### src/rtl/irqm_pkg.sv
package irqm_pkg;
  typedef enum logic {
    SEL_STAT = 1'b0,
    SEL_EN   = 1'b1
  } reg_sel_e;
endpackage

### src/rtl/irqm_src_cell.sv
module irqm_src_cell (
  input  logic clk_i,
  input  logic rst_ni,
  input  logic req_i,
  input  logic clr_i,
  output logic stat_o
);
  // set dominates clear so a pending request is never dropped
  always_ff @(posedge clk_i or negedge rst_ni) begin
    if (!rst_ni)      stat_o <= 1'b0;
    else if (req_i)   stat_o <= 1'b1;
    else if (clr_i)   stat_o <= 1'b0;
  end
endmodule

### src/rtl/irqm_en_reg.sv
module irqm_en_reg #(
  parameter int unsigned N_SRC = 3
) (
  input  logic             clk_i,
  input  logic             rst_ni,
  input  logic             we_i,
  input  logic [N_SRC-1:0] wdata_i,
  output logic [N_SRC-1:0] en_o
);
  always_ff @(posedge clk_i or negedge rst_ni) begin
    if (!rst_ni)   en_o <= '0;
    else if (we_i) en_o <= wdata_i;
  end
endmodule

### src/rtl/irqm_readmux.sv
module irqm_readmux #(
  parameter int unsigned N_SRC = 3,
  parameter int unsigned DW    = 8
) (
  input  irqm_pkg::reg_sel_e sel_i,
  input  logic [N_SRC-1:0]   stat_i,
  input  logic [N_SRC-1:0]   en_i,
  output logic [DW-1:0]      rdata_o
);
  always_comb begin
    rdata_o = '0;
    rdata_o[N_SRC-1:0] = (sel_i == irqm_pkg::SEL_EN) ? en_i : stat_i;
  end
endmodule

### src/rtl/irq_merge.sv
module irq_merge #(
  parameter int unsigned N_SRC = 3,
  parameter int unsigned DW    = 8
) (
  input  logic             clk_i,
  input  logic             rst_ni,
  input  logic [N_SRC-1:0] req_i,
  input  logic             we_i,
  input  logic             addr_i,
  input  logic [DW-1:0]    wdata_i,
  output logic [DW-1:0]    rdata_o,
  output logic             irq_no
);
  import irqm_pkg::*;

  reg_sel_e         sel;
  logic             stat_we;
  logic             en_we;
  logic [N_SRC-1:0] clr_vec;
  logic [N_SRC-1:0] stat_w;
  logic [N_SRC-1:0] en_w;

  assign sel     = reg_sel_e'(addr_i);
  assign stat_we = we_i && (sel == SEL_STAT);
  assign en_we   = we_i && (sel == SEL_EN);
  assign clr_vec = {N_SRC{stat_we}} & ~wdata_i[N_SRC-1:0];

  generate
    if (DW > N_SRC) begin : g_unused_hi
      logic unused_wdata_hi;
      assign unused_wdata_hi = ^wdata_i[DW-1:N_SRC];
    end
    for (genvar k = 0; k < N_SRC; k++) begin : g_src
      irqm_src_cell u_cell (
        .clk_i  (clk_i),
        .rst_ni (rst_ni),
        .req_i  (req_i[k]),
        .clr_i  (clr_vec[k]),
        .stat_o (stat_w[k])
      );
    end
  endgenerate

  irqm_en_reg #(.N_SRC(N_SRC)) u_en (
    .clk_i   (clk_i),
    .rst_ni  (rst_ni),
    .we_i    (en_we),
    .wdata_i (wdata_i[N_SRC-1:0]),
    .en_o    (en_w)
  );

  irqm_readmux #(.N_SRC(N_SRC), .DW(DW)) u_rd (
    .sel_i   (sel),
    .stat_i  (stat_w),
    .en_i    (en_w),
    .rdata_o (rdata_o)
  );

  // NOR of per-source ANDs
  assign irq_no = ~|(stat_w & en_w);
endmodule

### config.mk
export PLATFORM = sky130hd
export DESIGN_NAME = irq_merge
export DESIGN_NICKNAME = d
export VERILOG_FILES = /design/src/rtl/irqm_pkg.sv /design/src/rtl/irqm_src_cell.sv /design/src/rtl/irqm_en_reg.sv /design/src/rtl/irqm_readmux.sv /design/src/rtl/irq_merge.sv
export SDC_FILE = /design/constraint.sdc
export NUM_CORES = 1
export LEC_CHECK = 0
export BUFFER_PORTS_ARGS = -buffer_cell sky130_fd_sc_hd__buf_4
export CAP_MARGIN = 25
export CORE_AREA = 8 8 45 47
export CTS_CLUSTER_SIZE = 8
export DETAILED_ROUTE_END_ITERATION = 10
export DIE_AREA = 0 0 53 55
export SLEW_MARGIN = 5
export SYNTH_ARGS = -nofsm -noshare
export SYNTH_HDL_FRONTEND = slang
export SYNTH_SLANG_ARGS = --single-unit
### constraint.sdc
create_clock -name clk_i -period 0.87 [get_ports clk_i]
set_input_delay 0.0435 -clock clk_i [delete_from_list [all_inputs] [get_ports clk_i]]
set_output_delay 0.0435 -clock clk_i [all_outputs]
set_load 0.005 [all_outputs]
==> metrics.txt <==
post-synth top area share=a little under half; post-synth top area cell=dfrtp_1; Synth Area in Compound Gates=under 10%; Critical R2R Capture=g_src[1].u_cell.stat_o$_DFFE_PN0P_; final non-filler cell total=66; Clock Tree Root=clkbuf_4; initial antenna violation count=0; main combinational cell family by area after synthesis=multiplexers; Bufs on Longest Clock Path=2; Hold Vio Cnt, Final=0; FFs w/ async S/R, synth=between 90% and 100%; max cap viols=0; CP arrival=about 1.2 ns; Synth area leaders=dfrtp_1 47%, buf_4 12%, mux2_1 11%; initial core utilization=23.2%; GRT Total Usage=6.20%; r2r setup slk=0 ns; Routed WL per cell=roughly 12 um; clk_skew=0 ns; top sig layer=met3; Leak=about 0.24 nW; worst reg-to-reg path cell count=4; fin. max-slew vios=0; mux share of post-synthesis cell area=between 20% and 30%; crit-path max FO=3; vias per cell=around 3.9; Die Ht=around 55 um; RSZ-0062 raised after global routing=true; R2R Path Start=g_src[1].u_cell.stat_o$_DFFE_PN0P_; H-tree Lvls=1; clk_lat worst skew=0.24 ns; Synth Area in XOR/XNOR=0%; Setup crit start kind=flip-flop; count of final setup violators=5; Worst Hold End=u_en.en_o[2]$_DFFE_PN0P_; GPL Wtd Cong=0.717; CP required=slightly above 0.8 ns; TritonCTS Buffers=3; WHS Path Cells=2; status=finished with violations; drt drc=0; DR iter-0 viols=6; total power=about 0.77 mW; DIE WIDTH=between 50 and 60 um; Detail Route Antenna Nets=0; Power Density=1560 nW/um2; Tcrit/Tclk final=139%; violations in the final reports=setup timing; min-delay src=wdata_i[2]; cell area after synthesis=around 320 um2; leading register cell type out of synthesis=dfrtp_1; Post-synth EDFFs=0; placed cells=between 50 and 60; sequential fraction of the synthesis area=a little under half; CTS tree=done; Filler cells=roughly 140; # rows=14; largest net degree at the start of global routing=7; PortBufs=13; area grow syn2layout=53.7%; critical path class=flip-flop to primary output; area of the core=around 1400 um2; vias in the first global route=approximately 270; GR Overflow Total=0; Final WS setup=-0.340 ns; Syn Inst Count=30; n_diodes=0; CP endpoint kind=primary output; simple-gate area share of the yosys netlist=between 10% and 20%; Worst Hold Class=input pin to flip-flop; register bit total from synthesis=6; Distinct cells, synth=10; layout net count=between 60 and 70; DRT Pass-1 Iters=4; Syn Area/Cell=approximately 11 um2; VDD IR max=0.909 mV; Fmax=between 800 and 900 MHz; via count=approximately 260; io pins=24; Reg clk slew, reported paths=0.05 ns; CTS Sinks=6; min Tclk post-route=approximately 1.2 ns; Post-DP HPWL=around 640 um; met3 WL post-DR=134 um; DRT met1 WL=between 300 and 400 um; layout cells sized above 1=about half; Post-synth top cells=6 x dfrtp_1, 6 x nor2_1, 5 x buf_4; first-pass GRT wire length=1220 um; Final Routed Wirelength=about 800 um; Synth warnings=0; die area=around 2900 um2; Synth Area in Adders=0%; metal2 WL=roughly 350 um
worst max-delay path by stage:
stage	slack, ns	end	cells after the start	from
after floorplan	0.10	irq_no	1	u_en.en_o[2]$_DFFE_PN0P_
after global placement	-0.08	irq_no	2	u_en.en_o[2]$_DFFE_PN0P_
after detailed placement	-0.08	irq_no	2	u_en.en_o[2]$_DFFE_PN0P_
after CTS	-0.35	irq_no	2	g_src[2].u_cell.stat_o$_DFFE_PN0P_
after global routing	-0.41	irq_no	2	g_src[2].u_cell.stat_o$_DFFE_PN0P_
final	-0.34	irq_no	2	u_en.en_o[2]$_DFFE_PN0P_
registers in the layout, summed over array words and instances (netlist names):
| name | cells |
|---|---|
| g_src.u_cell.stat_o | 3 |
| u_en.en_o | 3 |
worst max-delay path: stages (launching register included):
cell and delay [ns]:
dfrtp_1 0.39, a222oi_1 0.36, buf_4 0.18
cells by family after synthesis:
kind of cell / Yosys count
other: 1
flip-flops: 6
multiplexers: 6
AND/OR/NAND/NOR: 8
AO/OA/AOI/OAI: 4
buffers and inverters: 5
cells in the final DEF, fill, tap and decap left out, drive strengths merged:
cell type     n
conb          5
dlygate4sd3   1
a21oi         3
a222oi        1
and2b         1
mux2          6
dfrtp         6
nor2          6
nand2         1
clkbuf        3
buf          17
per-layer routing:
metal | global-route usage, % | up-vias
met5 | 0 | -
met4 | 1.29 | 0
met1 | 5.99 | 112
met2 | 8.59 | 14
met3 | 7.22 | 0
li1 | - | 133
layout make-up:
class                           instances  area [um2]  share of cell area (%)
Clock buffer                            3        22.5                    4.56
Sequential cell                         6         150                    30.4
Multi-Input combinational cell         23         156                    31.6
Tap cell                               16        20.0                    4.05
Timing Repair Buffer                   18         145                    29.4
power breakdown:
part	total (mW)	switching (mW)	internal, mW
Combinational	0.189	0.0661	0.123
Clock	0.251	0.0952	0.156
Sequential	0.330	0.0205	0.309
what timing repair did:
item                                    in CTS  in global routing
hold endpoints to repair                     6                  0
endpoints found under the setup margin       4                  4
pin swaps                                    1                  0
hold buffers                                 1                  0
buffers inserted                             2                  1
resized for setup                            4                  0
per-stage QoR:
| stage | hold WS (ns) | TNS (ns) | setup WS (ns) | util [%] | area, um2 |
|---|---|---|---|---|---|
| detailed placement | -0.145 | -0.0831 | -0.0831 | 30.7 | 424 |
| global placement | -0.146 | -0.0759 | -0.0759 | 30.7 | 424 |
| CTS | 0.0121 | -1.09 | -0.350 | 35.2 | 487 |
| floorplan | -0.252 | 0 | 0.104 | - | 337 |
| global route | 0.0116 | -1.29 | -0.410 | 35.7 | 494 |
| finish | 0.0219 | -1.04 | -0.340 | 35.7 | 494 |
Note: power is estimated with default switching activity, not from simulation.
